--- config.mk ---
export PLATFORM = sky130hd
export DESIGN_NAME = sar_adc_ctrl
export DESIGN_NICKNAME = d
export VERILOG_FILES = /design/src/rtl/sar_pkg.sv /design/src/rtl/sar_wait.sv /design/src/rtl/sar_engine.sv /design/src/rtl/sar_adc_ctrl.sv
export SDC_FILE = /design/constraint.sdc
export NUM_CORES = 1
export LEC_CHECK = 0
export BUFFER_PORTS_ARGS = -buffer_cell sky130_fd_sc_hd__buf_2
export CAP_MARGIN = 20
export CORE_UTILIZATION = 30
export DETAILED_ROUTE_END_ITERATION = 6
export GPL_TIMING_DRIVEN = 0
export SKIP_CTS_REPAIR_TIMING = 1
export SYNTH_ARGS = -nofsm -noshare
export SYNTH_HDL_FRONTEND = slang
export SYNTH_SLANG_ARGS = --single-unit
--- constraint.sdc ---
create_clock -name clk -period 4.9 [get_ports clk]
set_input_delay 0.735 -clock clk [delete_from_list [all_inputs] [get_ports clk]]
set_output_delay 0.735 -clock clk [all_outputs]
set_load 0.005 [all_outputs]
--- src/rtl/sar_pkg.sv ---
package sar_pkg;
  localparam int CH_W    = 3;
  localparam int BIT_PWR = 3;
  localparam int BIT_IE  = 5;
  localparam int BIT_IS  = 6;
  localparam logic [7:0] OFS_RES  = 8'h00;
  localparam logic [7:0] OFS_STAT = 8'h04;
  localparam logic [7:0] OFS_CTRL = 8'h08;
  localparam logic [7:0] OFS_DLY  = 8'h0C;
  typedef enum logic [1:0] {PH_IDLE, PH_WAIT, PH_CONV} phase_t;
endpackage

--- src/rtl/sar_wait.sv ---
module sar_wait #(
  parameter int DLY_W = 6
) (
  input  logic             clk,
  input  logic             rst_n,
  input  logic             load,
  input  logic             clr,
  input  logic [DLY_W-1:0] val,
  output logic             running,
  output logic             expire
);
  logic [DLY_W-1:0] cnt;

  assign expire = running && (cnt == DLY_W'(1));

  always_ff @(posedge clk or negedge rst_n) begin
    if (!rst_n) begin
      cnt     <= '0;
      running <= 1'b0;
    end else if (clr) begin
      cnt     <= '0;
      running <= 1'b0;
    end else if (load) begin
      cnt     <= val;
      running <= (val != '0);
    end else if (running) begin
      cnt <= cnt - DLY_W'(1);
      if (cnt == DLY_W'(1)) running <= 1'b0;
    end
  end

  AST_WAIT_COUNTS_DOWN: assert property (@(posedge clk) disable iff (!rst_n || clr)
    (running && $past(running)) |-> (cnt + DLY_W'(1) == $past(cnt)));
endmodule

--- src/rtl/sar_engine.sv ---
module sar_engine
  import sar_pkg::*;
#(
  parameter int RES   = 10,
  parameter int DLY_W = 6,
  parameter int NCH   = 6
) (
  input  logic             clk,
  input  logic             rst_n,
  input  logic             start,
  input  logic             abort,
  input  logic [CH_W-1:0]  chan_in,
  input  logic [DLY_W-1:0] dly,
  input  logic             cmp_hi,
  output logic             busy,
  output logic             done,
  output logic [RES-1:0]   result,
  output logic [RES-1:0]   trial,
  output logic [CH_W-1:0]  chan
);
  localparam int IW = (RES > 1) ? $clog2(RES) : 1;
  localparam logic [IW-1:0]  IDX_TOP = IW'(RES - 1);
  localparam logic [RES-1:0] TRIAL0  = {1'b1, {(RES-1){1'b0}}};

  phase_t         phase;
  logic [IW-1:0]  idx;
  logic [RES-1:0] code;
  logic [CH_W-1:0] chan_q;
  logic           wait_run, wait_exp;

  // keep or drop bit i, then raise the next lower bit as the new trial
  function automatic logic [RES-1:0] keep_bit(input logic [RES-1:0] c,
                                              input logic [IW-1:0] i,
                                              input logic b);
    logic [RES-1:0] r;
    r = c;
    r[i] = b;
    if (i != '0) r[i - 1'b1] = 1'b1;
    return r;
  endfunction

  sar_wait #(.DLY_W(DLY_W)) u_wait (
    .clk(clk), .rst_n(rst_n),
    .load(start && phase == PH_IDLE), .clr(abort), .val(dly),
    .running(wait_run), .expire(wait_exp)
  );

  assign busy   = (phase != PH_IDLE);
  assign done   = (phase == PH_CONV) && (idx == '0) && !abort;
  assign result = keep_bit(code, '0, cmp_hi);
  assign trial  = code;
  assign chan   = chan_q;

  always_ff @(posedge clk or negedge rst_n) begin
    if (!rst_n) begin
      phase  <= PH_IDLE;
      idx    <= '0;
      code   <= '0;
      chan_q <= '0;
    end else if (abort) begin
      phase <= PH_IDLE;
      code  <= '0;
    end else begin
      case (phase)
        PH_IDLE: if (start) begin
          chan_q <= chan_in;
          if (dly == '0) begin
            phase <= PH_CONV;
            idx   <= IDX_TOP;
            code  <= TRIAL0;
          end else begin
            phase <= PH_WAIT;
          end
        end
        PH_WAIT: if (wait_exp) begin
          phase <= PH_CONV;
          idx   <= IDX_TOP;
          code  <= TRIAL0;
        end
        PH_CONV: begin
          code <= keep_bit(code, idx, cmp_hi);
          if (idx == '0) phase <= PH_IDLE;
          else           idx   <= idx - 1'b1;
        end
        default: phase <= PH_IDLE;
      endcase
    end
  end

  AST_BIT_ORDER: assert property (@(posedge clk) disable iff (!rst_n)
    (phase == PH_CONV && $past(phase == PH_CONV)) |-> (idx + 1'b1 == $past(idx)));
  AST_CHAN_IN_RANGE: assert property (@(posedge clk) disable iff (!rst_n)
    busy |-> (chan_q < CH_W'(NCH)));
  AST_CHAN_HELD: assert property (@(posedge clk) disable iff (!rst_n)
    (busy && $past(busy)) |-> $stable(chan_q));
  AST_WAIT_MATCHES_PHASE: assert property (@(posedge clk) disable iff (!rst_n)
    wait_run |-> (phase == PH_WAIT));
endmodule

--- src/rtl/sar_adc_ctrl.sv ---
module sar_adc_ctrl
  import sar_pkg::*;
#(
  parameter int AW    = 5,
  parameter int DW    = 32,
  parameter int RES   = 10,
  parameter int DLY_W = 6,
  parameter int NCH   = 6
) (
  input  logic            clk,
  input  logic            rst_n,
  input  logic            bus_sel,
  input  logic            bus_enable,
  input  logic            bus_write,
  input  logic [AW-1:0]   bus_addr,
  input  logic [DW-1:0]   bus_wdata,
  output logic [DW-1:0]   bus_rdata,
  output logic            adc_power,
  output logic [CH_W-1:0] adc_chan,
  output logic [RES-1:0]  adc_trial,
  input  logic            adc_cmp_hi,
  output logic            irq
);
  logic [CH_W-1:0]  ch_q;
  logic             pwr_q, ie_q, is_q;
  logic [DLY_W-1:0] dly_q;
  logic [RES-1:0]   res_q;
  logic             eng_busy, eng_done;
  logic [RES-1:0]   eng_result;

  wire acc_wr    = bus_sel && bus_enable && bus_write;
  wire wr_ctrl   = acc_wr && (bus_addr == OFS_CTRL[AW-1:0]);
  wire wr_dly    = acc_wr && (bus_addr == OFS_DLY[AW-1:0]);
  wire chan_ok   = bus_wdata[CH_W-1:0] < CH_W'(NCH);
  wire eng_start = wr_ctrl && bus_wdata[BIT_PWR] && !pwr_q && !eng_busy && chan_ok;
  wire eng_abort = wr_ctrl && !bus_wdata[BIT_PWR];

  sar_engine #(.RES(RES), .DLY_W(DLY_W), .NCH(NCH)) u_eng (
    .clk(clk), .rst_n(rst_n),
    .start(eng_start), .abort(eng_abort),
    .chan_in(bus_wdata[CH_W-1:0]), .dly(dly_q), .cmp_hi(adc_cmp_hi),
    .busy(eng_busy), .done(eng_done), .result(eng_result),
    .trial(adc_trial), .chan(adc_chan)
  );

  always_ff @(posedge clk or negedge rst_n) begin
    if (!rst_n) begin
      ch_q  <= '0;
      pwr_q <= 1'b0;
      ie_q  <= 1'b0;
      is_q  <= 1'b0;
      dly_q <= '0;
      res_q <= '0;
    end else begin
      if (wr_ctrl) begin
        ch_q  <= bus_wdata[CH_W-1:0];
        pwr_q <= bus_wdata[BIT_PWR];
        ie_q  <= bus_wdata[BIT_IE];
      end
      if (eng_done)                          is_q <= 1'b1;
      else if (wr_ctrl && !bus_wdata[BIT_IS]) is_q <= 1'b0;
      if (eng_done) res_q <= eng_result;
      if (wr_dly)   dly_q <= bus_wdata[DLY_W-1:0];
    end
  end

  always_comb begin
    bus_rdata = '0;
    if (bus_addr == OFS_RES[AW-1:0]) begin
      bus_rdata[RES-1:0] = res_q;
    end else if (bus_addr == OFS_STAT[AW-1:0]) begin
      bus_rdata[0] = eng_busy;
    end else if (bus_addr == OFS_CTRL[AW-1:0]) begin
      bus_rdata[CH_W-1:0] = ch_q;
      bus_rdata[BIT_PWR]  = pwr_q;
      bus_rdata[BIT_IE]   = ie_q;
      bus_rdata[BIT_IS]   = is_q;
    end else if (bus_addr == OFS_DLY[AW-1:0]) begin
      bus_rdata[DLY_W-1:0] = dly_q;
    end
  end

  assign adc_power = pwr_q;
  assign irq       = is_q && ie_q;

  AST_DONE_SETS_FLAG: assert property (@(posedge clk) disable iff (!rst_n)
    eng_done |=> is_q);
  AST_ABORT_STOPS: assert property (@(posedge clk) disable iff (!rst_n)
    eng_abort |=> !eng_busy);
  AST_START_BUSY: assert property (@(posedge clk) disable iff (!rst_n)
    eng_start |=> eng_busy);
  AST_BUSY_NEEDS_POWER: assert property (@(posedge clk) disable iff (!rst_n)
    eng_busy |-> pwr_q);
endmodule

Yosys cells after proc, flatten, opt, wreduce, memory -nomap -nowiden
Index checks and enable logic that the tools add are counted.
{ "totals": {"register_bits": 48, "inputBits": 43, "output_inout_bits": 47, "wordCells": 112} }
{ "op_classes": {"n_addsub": 2, "n_lt_le_gt_ge": 5, "eq_ne": 14, "n_mux": 40, "n_bitwise": 2, "reduce_logical": 37} }
{ "ops": {"columns": ["op", "n"], "rows": [
  ["$mux 10", 5],
  ["$mux 6", 5],
  ["$pmux 10 s3", 1],
  ["$mux 4", 5],
  ["$logic_and 1x1->1", 17],
  ["$mux 1", 12],
  ["$pmux 4 s3", 1],
  ["$bwmux 10", 1],
  ["$eq 5x4->1 const B", 2],
  ["$lt 4x5->1 const B", 2],
  ["$mux 2", 5],
  ["$or 10x10->10", 1],
  ["$ne 3x2->1 const B", 3],
  ["$demux 1 s4", 2],
  ["$ge 4x1->1 const B", 2],
  ["$reduce_bool 4->1", 2],
  ["$mux 7", 1],
  ["$eq 6x1->1 const B", 1],
  ["$logic_not 6->1", 1],
  ["$ne 2x2->1 const B", 3],
  ["$pmux 2 s3", 1],
  ["$reduce_and 3->1", 2],
  ["$reduce_and 6->1", 1],
  ["$reduce_bool 3->1", 2],
  ["other kinds (17)", 22]
]} }

Depth between registers and ports, before layout
Gate-level depths: netlist of run 1.
{ "logic_depth": {"ltp_word": 10, "mapped_depth": 8, "depth_no_buf": 7} }

Hierarchy
Synthesis of run 1 repeated with hierarchy kept, for this count alone.
{ "hier_totals": {"hier_cells": 325, "area_unflattened_um2": 3239.4} }
{ "modules_own_cells": {"columns": ["mod", "instances", "cells_each", "area_per_inst_um2", "seq_area_each_um2"], "rows": [
  ["sar_engine", 1, 165, 1510.2, 475.5],
  ["sar_adc_ctrl", 1, 111, 1256.2, 550.5],
  ["sar_wait", 1, 49, 473.0, 175.2]
]} }

Worst setup path before layout of run 1
OpenSTA, ideal clock, no wires.
{ "synth_path": {"path_kind": "input -> register", "startpoint": "input bus_addr[4]", "endpoint": "register res_q[1]", "setup_time_ns": 0.127, "arrival_time_ns": 2.402, "required_ns": 4.773, "slack_ns": 2.371, "cell_stages": 7, "path_buffers": 2, "path_cell_list": "or4_4 > buf_6 > nor3_4 > nor2_2 > nand2_1 > buf_6 > mux2_1"} }
{ "synth_via": {"elab_chain_len": 5} }
{ "synth_rtl": {"columns": ["item", "line_no", "source"], "rows": [
  ["from (decl)", "sar_adc_ctrl.sv:15", "input logic [AW-1:0] bus_addr,"],
  ["$eq 5x4->1", "sar_adc_ctrl.sv:32", "wire wr_ctrl = acc_wr && (bus_addr == OFS_CTRL[AW-1:0]);"],
  ["$logic_and 1x1->1", "sar_adc_ctrl.sv:32", null],
  ["$logic_and 1x1->1", "sar_adc_ctrl.sv:36", "wire eng_abort = wr_ctrl && !bus_wdata[BIT_PWR];"],
  ["$logic_not 1->1", "sar_engine.sv:49", "assign done = (phase == PH_CONV) && (idx == '0) && !abort;"],
  ["$logic_and 1x1->1", "sar_engine.sv:49", null],
  ["to (signal assigned)", "sar_adc_ctrl.sv:62", "if (eng_done) res_q <= eng_result;"],
  ["to (decl)", "sar_adc_ctrl.sv:27", "logic [RES-1:0] res_q;"]
]} }
No other way between the ends.
A chain may end at the register's enable or synchronous reset.

Final worst setup path of run 1
{ "layout_path": {"startpoint": "input bus_addr[3]", "endpoint": "output bus_rdata[3]"} }
{ "layout_via": {"elab_chain_len": 5, "word_cells_on_any_way": 8, "classes_between": "3 x eq/ne; 4 x mux; 1 x reduce/logical"} }
{ "layout_rtl": {"columns": ["item", "line_no", "source"], "rows": [
  ["$eq 5x4->1", "sar_adc_ctrl.sv:78", "end else if (bus_addr == OFS_DLY[AW-1:0]) begin"],
  ["$mux 6", "sar_adc_ctrl.sv:78", null],
  ["$mux 4", "sar_adc_ctrl.sv:73", "end else if (bus_addr == OFS_CTRL[AW-1:0]) begin"],
  ["$mux 6", "sar_adc_ctrl.sv:71", "end else if (bus_addr == OFS_STAT[AW-1:0]) begin"],
  ["$mux 7 *", "sar_adc_ctrl.sv:69", "if (bus_addr == OFS_RES[AW-1:0]) begin"],
  ["to (decl)", "sar_adc_ctrl.sv:17", "output logic [DW-1:0] bus_rdata,"]
]} }
Mark *: on every way between the ends. The rest lies on a longest branch, timed or not.

==> out/summary.txt, run 1 <==
Synthesized flop and latch total = 48
Max Slew Vio Count = 0
Tmin final = 2820 ps
Antenna violations before repair = 0
Area share of the largest cell type after synthesis = 41.4%
Vias = 2246
Fin crit share = 57.6%
Top Ports = 90
Pint = 606 uW
Reg clk slew, reported paths = 90 ps
Diodes inserted = 0
Avg WL per Cell = 13.1 um
Final hold viol count = 0
Yosys cell types = 52
Largest net degree at the start of global routing = 49
Top-count cell post-synth = dfrtp_1
Max Cap Violations = 0
Starting DRT DRC Count = 140
Crit-path cells = clkbuf_1, clkbuf_1, mux2i_1, nor2_1, a31oi_1, nor2_1, buf_2
Total negative slack = 0 ps
CTS tree = yes
Clock power frac = 28.2%
GPL Wtd Cong = 0.866
Hold crit path type = in2async
Layout cells sized above 1 = 28.7%
Gate power share = 19.6%
Outcome = finished, final reports clean
ANT nets after route = 0
Worst Path Max Fanout = 10
First-pass GRT wire length = 10700 um
Die Wd = 100 um
Synth async-reset ratio = 100%
Sequential area share after synthesis = 41.4%
Post-Route Skew = 9.03 ps
Max VDD drop = 0.000117 V
Area contributors post-synth = dfrtp_1 41%, mux2_2 6.2%, buf_4 5.7%
Area delta synth->final = 19.2%
Crit-path max cell delay = 430 ps
Hpwl dp = 4950 um
CTS max path bufs = 2
Mapped Cells = 292
Vias/cell = 4.57
Number of global-route vias before repair = 2088
Die Ht = 100 um
Min Hold Slack = 276 ps
Crit Path Class = in2out
Sw Ratio = 30.4%
Critical path's slowest cell = clkbuf_1
Synth Flop Type = dfrtp_1
Max Fclk = 355 MHz
Num Clock Sinks = 48
CP required = 4160 ps
Switching pwr = 265 uW
GRT Residual Overflow = 0
Core ar. = 0.00928 mm^2
Cell Area, Synth = 0.00290 mm^2
CTS H-Tree Depth = 2
Die area = 0.0101 mm^2
Synth cell count leaders = 48 x dfrtp_1, 27 x nor2_1, 25 x nand2_1
Critical Path Sink Type = primary output
Sequential share of power = 52.2%
Post-synth EDFFs = 0
Total CTS buffers = 5
Synth Area per Inst = 9.93 um^2
Leakage = 0.00168 uW
Drt pass-1 iters = 4
# rows = 35
Port Buffers = 41
Max-slew headroom = 60.6%
RSZ-0062 raised after global routing = no
Initial Util = 31.2%
Area leader, netlist = dfrtp_1
Ys Warns = 0
Worst setup SP type = input pin
Clk_lat worst skew = 300 ps
Pwr Density = 252 mW/mm^2
WP data arrival = 2090 ps
Final wirelength = 6450 um
Total GRT Usage = 13.3%
Root Buffer = clkbuf_8
Final setup violation count = 0
Remaining DRCs = 0
Slew @ Worst Pin = 588 ps
Final nets = 414
## stage by stage
step | total power [uW] | utilization [%] | setup slack [ps] | instances | cell area [um^2]
after floorplan | 570 | - | 2370 | 313 | 2980
after global placement | 628 | 36.0 | 2020 | 483 | 3350
after detailed placement | 631 | 36.0 | 2050 | 483 | 3350
after CTS | 877 | 37.0 | 2080 | 491 | 3440
after global routing | 921 | 37.3 | 1970 | 492 | 3460
final | 871 | 37.3 | 2080 | 492 | 3460
## cell usage in the layout, fill, tap and decap left out, types with 3 or more instances in the layout
cell type,netlist,layout
dfrtp_1,48,48
nand2b_1,5,5
nor2_1,27,27
mux2i_1,8,8
nand3_1,5,5
mux2_2,16,16
nor2b_1,4,4
a31oi_1,8,8
inv_1,12,12
mux2_1,9,9
o21ai_0,14,14
conb_1,1,22
nor2_2,3,3
buf_6,3,3
clkbuf_8,0,5
xor2_1,3,3
buf_4,22,22
xnor2_1,3,3
a22o_1,4,4
ha_1,9,9
o2bb2ai_1,3,3
a221oi_1,3,3
and2_1,5,5
buf_2,1,42
clkbuf_1,10,10
a21oi_1,6,6
nand2_1,25,25
## worst max-delay path: cells and delay by family
family,cells,cell delay (ps)
buffers and inverters,3,830
multiplexers,1,240
AO/OA/AOI/OAI,1,150
AND/OR/NAND/NOR,2,130
## metal layers
layer,GRT usage [%],routed length (um),up-vias
met4,3.79,65,0
li1,-,-,1113
met5,0,0,-
met2,20.7,2910,65
met1,19.3,3210,1062
met3,1.74,265,6
## power by group through the flow
stage	Combinational (uW)	Sequential, uW	Clock [uW]
after floorplan	116	453	0
after global placement	166	462	0
after detailed placement	168	463	0
after CTS	169	455	253
after global routing	192	459	270
final	171	454	246
## kinds of logic (layout without fill, tap and decap cells)
group,after synthesis,in the layout,synth area share (%)
other cells,1,22,0.129
simple gates,90,90,15.5
fa+ha+maj,9,9,3.88
buf+inv,48,98,9.88
flops,48,48,41.4
xor+xnor,6,6,1.81
compound gates,55,55,13.6
mux,35,35,13.8
## worst paths after layout
check | from | end | slack [ps] | cells past startpoint
setup / recovery | bus_addr[3] | bus_rdata[3] | 2080 | 7
min in group clk | res_q[9] | res_q[9] | 490 | 1
setup reg to reg | u_eng.u_wait.cnt[1] | u_eng.idx[1] | 2580 | 7
hold reg to reg | res_q[9] | res_q[9] | 490 | 1
hold / removal | rst_n | u_eng.idx[0] | 280 | 1
max in group asynchronous | rst_n | u_eng.u_wait.cnt[5] | 4150 | 2
## registers in the layout, summed over array words and instances (netlist names)
register / cells
res_q: 10
u_eng.trial: 10
dly_q: 6
u_eng.u_wait.cnt: 6
u_eng.idx: 4
ch_q: 3
u_eng.chan: 3
u_eng.phase: 2
adc_power: 1
ie_q: 1
is_q: 1
u_eng.u_wait.running: 1
## layout make-up
| type | count | area [um^2] |
|---|---|---|
| Buffer | 36 | 241 |
| Clock buffer | 5 | 68.8 |
| Clock inverter | 3 | 23.8 |
| Fill cell | 964 | 5830 |
| Inverter | 12 | 45.0 |
| Multi-Input combinational cell | 217 | 1490 |
| Sequential cell | 48 | 1200 |
| Tap cell | 129 | 161 |
| Timing Repair Buffer | 42 | 225 |
No activity file was read; power rests on OpenSTA's default activity.
==> run 2: changes to the inputs <==
Settings changed: ABC_AREA from default to 1.
Clock period 4.9 ns to 2.5 ns, I/O delays scaled along.
==> run 2 against run 1 <==
Synthesized area increased by 4.2%. Wire length increased by 13%. Synthesized cell count increased by 42%. Die area increased by 4.1%. Setup slack got worse by 1600 ps. Worst hold slack improved by 34 ps. Critical endpoint is now u_eng.trial[0]. Largest power group unchanged. Highest routed layer unchanged.
==> out/summary.txt, run 2 <==
Hold crit path type = in2reg
ANT nets after route = 0
Clk_lat worst skew = 300 ps
Final hold viol count = 0
Synth Area per Inst = 7.27 um^2
Drt pass-1 iters = 5
# rows = 36
Placed cell area = 0.00347 mm^2
Starting DRT DRC Count = 91
Antenna violations before repair = 0
Synth Flop Type = dfrtp_1
Total CTS buffers = 5
GPL Wtd Cong = 0.887
Vias = 2737
CTS H-Tree Depth = 2
Synth async-reset ratio = 100%
Leakage = 0.00206 uW
Outcome = finished, final reports clean
Synthesized flop and latch total = 48
Ys Warns = 0
CTS tree = yes
Max VDD drop = 0.000302 V
CP required = 2740 ps
CTS max path bufs = 2
Post-synth EDFFs = 0
Final wirelength = 7270 um
Finished Cell Area = 0.00360 mm^2
Max Fclk = 490 MHz
Mapped Cells = 416
Area leader, netlist = dfrtp_1
Pwr Density = 652 mW/mm^2
Avg WL per Cell = 11.7 um
Largest net degree at the start of global routing = 49
Leading cell type in the layout, fill and taps excluded = nand2_1
WP data arrival = 2280 ps
Core ar. = 0.00977 mm^2
Worst setup SP type = flip-flop
Reg-to-reg slack, setup = 460 ps
Remaining DRCs = 0
Initial Util = 30.9%
Reg clk slew, reported paths = 100 ps
Max Cap Violations = 0
Met3 Routed Length = 241 um
Wire length on met2 = 3400 um
Final Util = 36.8%
Max Slew Vio Count = 0
Total GRT Usage = 14.8%
Highest metal used = met4
Fin crit share = 81.6%
Total negative slack = 0 ps
Post-Route Skew = 9.89 ps
Final nets = 539
Fillers = 1042
Worst Path Max Fanout = 6
Number of global-route vias before repair = 2596
DRT met1 WL = 3580 um
Area delta synth->final = 19.1%
Area share of the largest cell type after synthesis = 39.7%
Synth cell count leaders = 137 x nand2_1, 51 x nand3_1, 48 x dfrtp_1
Multi-input logic area = 0.00154 mm^2
Tmin final = 2040 ps
Vias/cell = 4.41
Hpwl dp = 5570 um
First-pass GRT wire length = 12200 um
Die Ht = 102 um
Commonest cells after routing, fill and taps aside = 137 x nand2_1, 51 x nand3_1, 48 x dfrtp_1
Top Ports = 90
Cell Area, Synth = 0.00302 mm^2
Port Buffers = 41
Critical Path Sink Type = flip-flop
Die Wd = 102 um
Top-count cell post-synth = nand2_1
Area contributors post-synth = dfrtp_1 40%, nand2_1 17%, nand3_1 8.4%
Sequential area share after synthesis = 39.7%
Diodes inserted = 0
Layout cells sized above 1 = 18.9%
RSZ-0062 raised after global routing = no
Root Buffer = clkbuf_8
Yosys cell types = 32
Num Clock Sinks = 48
Crit Path Class = reg2reg
Die area = 0.0105 mm^2
Final setup violation count = 0
Reg area = 0.00120 mm^2
GRT Residual Overflow = 0
## run 2: changes by cell type in the layout (fill, tap and decap cells not counted), sizes merged, moves of 6 or more
| cell | previous run | this run |
|---|---|---|
| nand2 | 26 | 145 |
| nand3 | 5 | 52 |
| inv | 12 | 43 |
| mux2 | 26 | 0 |
| o21ai | 16 | 27 |
| a31oi | 8 | 0 |
| nor2 | 30 | 38 |
| nand4 | 1 | 7 |
## run 2: final cells by class
| cell class | instances | share of cell area [%] |
|---|---|---|
| Inverter | 43 | 4.48 |
| Clock inverter | 2 | 0.417 |
| Sequential cell | 48 | 33.4 |
| Timing Repair Buffer | 43 | 6.53 |
| Multi-Input combinational cell | 317 | 42.7 |
| Buffer | 29 | 5.59 |
| Clock buffer | 6 | 2.29 |
| Tap cell | 133 | 4.62 |
## run 2: path summary, 6_finish.rpt
kind / startpoint / end / cells after the start
min: bus_wdata[6] / is_q / 3
min in group asynchronous: rst_n / u_eng.trial[6] / 2
max reg2reg: u_eng.idx[0] / u_eng.trial[0] / 9
max: u_eng.idx[0] / u_eng.trial[0] / 9
max in group asynchronous: rst_n / u_eng.chan[1] / 3
min reg2reg: res_q[8] / res_q[8] / 2
## run 2: worst max-delay path: stages, from the launching register on
cell and delay, ps:
dfrtp_1 470, inv_1 160, ha_1 270, xnor2_1 400, inv_1 80, nor2_1 270, nand2_1 110, nand2_1 70
nand3_1 90, nand2_1 90
## run 2: power breakdown
part / internal [uW] / switching [uW] / total [uW] / leakage (uW)
combinational: 279 / 520 / 798 / 0.00137
clock: 225 / 280 / 505 / 0.0000434
sequential: 899 / 144 / 1040 / 0.000648
## run 2: layer usage
layer  vias to the layer above  global-route usage (%)
met5                         -                       0
met4                         0                    2.64
met3                         7                    2.74
met2                        53                    24.7
met1                      1257                    20.2
li1                       1420                       -
## run 2: stage by stage
stage | power (uW) | hold WS (ps) | worst slack [ps] | instances
2_1_floorplan | 1610 | 79.4 | 892 | 437
3_3_place_gp | 1830 | 459 | 588 | 611
3_5_place_dp | 1850 | 458 | 519 | 611
4_1_cts | 2360 | 309 | 496 | 619
5_1_grt | 2550 | 319 | 201 | 621
6_report | 2350 | 311 | 460 | 621
## run 2: logic make-up after synthesis
logic type	Yosys count	share of synthesized area [%]
muxes	4	1.32
AOI/OAI and AO/OA	36	6.71
other	1	0.124
and+or+nand+nor	245	36.1
adders and majority gates	9	3.73
DFF	48	39.7
xor gates and xnor gates	1	0.290
buffers and inverters	72	12.0
==> run 3: changes to the inputs <==
Clock period 2.5 ns to 1.75 ns, I/O delays scaled along.
==> run 3 against run 2 <==
Clock skew about the same. Fmax increased by 21%. Setup slack got worse by 400 ps. Total power increased by 49%. Critical endpoint is now res_q[4]. Largest power group unchanged.
==> out/summary.txt, run 3 (synthesized netlist as in run 2, its figures left out) <==
HP Start = bus_wdata[6]
Switching pwr = 1420 uW
Die Wd = 102 um
Max Cap Violations = 0
Starting DRT DRC Count = 88
Critical path's most frequent cell = nand2_1
Number of global-route vias before repair = 2596
Top Ports = 90
Critical path's slowest cell = dfrtp_2
R2r startpoint = u_eng.idx[0]
Largest net degree at the start of global routing = 49
WP data arrival = 1940 ps
Num Clock Sinks = 48
Avg WL per Cell = 11.9 um
Clk_lat worst skew = 310 ps
# rows = 36
Commonest cells after routing, fill and taps aside = 137 x nand2_1, 51 x nand3_1, 46 x dfrtp_1
Crit-path cells = inv_4, ha_4, nand2_1, nor2_4, clkbuf_1, nand3_1, nand2_1
GPL Wtd Cong = 0.887
Reg clk slew, reported paths = 100 ps
Max VDD drop = 0.000440 V
First-pass GRT wire length = 12200 um
Leakage = 0.00208 uW
Layout cells sized above 1 = 21.4%
CTS H-Tree Depth = 2
Port Buffers = 41
Hpwl dp = 5570 um
Die Ht = 102 um
CP bufs+invs = 2
Drt pass-1 iters = 5
Worst Path Max Fanout = 10
Vias/cell = 4.47
CTS tree = yes
Total CTS buffers = 5
Sw Ratio = 40.8%
Final nets = 541
Vias = 2785
Clock power frac = 20.7%
Diodes inserted = 0
Sequential share of power = 43.2%
Post-route setup slack = 63.7 ps
CP required = 2000 ps
Fin crit share = 96.4%
Final hold viol count = 0
ANT nets after route = 0
CTS max path bufs = 2
Total power draw = 3490 uW
Post-Route Skew = 10.0 ps
Die area = 0.0105 mm^2
Max Fclk = 593 MHz
Tmin final = 1690 ps
Max Slew Vio Count = 0
Pint = 2070 uW
Outcome = finished, final reports clean
Gate power share = 36.1%
Area delta synth->final = 21.5%
Worst setup startpoint = u_eng.idx[0]
Worst setup SP type = flip-flop
Final wirelength = 7430 um
Critical Path Sink Type = flip-flop
Dpl ws = -231 ps
Crit-path max cell delay = 470 ps
Initial Util = 30.9%
Hold crit path type = in2reg
Remaining DRCs = 0
Total GRT Usage = 14.8%
RSZ-0062 raised after global routing = yes
Antenna violations before repair = 0
GRT Residual Overflow = 0
Root Buffer = clkbuf_8
Core ar. = 0.00977 mm^2
Final setup violation count = 0
Crit Path Class = reg2reg
Cell family with the largest share of critical-path delay = simple AND/OR/NAND/NOR gates
Leading cell type in the layout, fill and taps excluded = nand2_1
Pwr Density = 950 mW/mm^2
[run 3: cell types whose count changed in the layout (fill, tap and decap cells not counted), moves of 2 or more]
| cell | before | now |
|---|---|---|
| dfrtp_2 | 0 | 2 |
| inv_1 | 42 | 39 |
| inv_2 | 1 | 3 |
| dfrtp_1 | 48 | 46 |
| nor2_1 | 34 | 30 |
| nor2_2 | 2 | 4 |
| nor2_4 | 1 | 3 |
| buf_4 | 22 | 24 |
[run 3: layer usage]
layer / GRT usage (%) / vias to the layer above / share of wire, %
li1: - / 1427 / -
met1: 20.2 / 1279 / 48
met4: 2.64 / 0 / 0.58
met5: 0 / - / 0
met2: 24.7 / 71 / 47
met3: 2.74 / 8 / 4.4
[run 3: power by group through the flow]
stage                     clock network [uW]  logic, uW  registers (uW)
after floorplan                            0        848            1450
after global placement                     0       1110            1500
after detailed placement                   0       1130            1510
after CTS                                744       1140            1490
after global routing                     783       1450            1540
final                                    723       1260            1510
[run 3: metrics by stage]
step / util (%) / cells / setup TNS (ps) / hold WS, ps / instance area, um^2
finish: 37.6 / 623 / 0 / 197 / 3670
global route: 37.6 / 623 / -104 / 207 / 3670
CTS: 36.5 / 619 / -2290 / 197 / 3570
detailed placement: 35.5 / 611 / -1880 / 458 / 3470
global placement: 35.5 / 611 / -951 / 459 / 3470
floorplan: - / 437 / 0 / -33.1 / 3100
[run 3: path summary, 6_finish.rpt]
kind / endpoint / slack [ps] / depth (start not counted)
max: res_q[4] / 60 / 7
min: is_q / 200 / 3
max reg2reg: res_q[4] / 60 / 7
min reg2reg: res_q[8] / 480 / 2
max in group asynchronous: u_eng.phase[0] / 880 / 3
min in group asynchronous: u_eng.trial[6] / 360 / 2
[run 3: worst register-to-register path: stages, from the launching register on]
cell,delay [ps]
dfrtp_2,470
inv_4,110
ha_4,180
nand2_1,120
nor2_4,160
clkbuf_1,340
nand3_1,160
nand2_1,90
[run 3: layout make-up]
class                   count  area [um^2]
clock inverters             2         15.0
flip-flops and latches     48         1200
well taps                 133          166
repair buffers             45          250
clock buffers               6         82.6
inverters                  43          164
plain buffers              29          201
fillers                  1030         6100
multi-input cells         317         1590
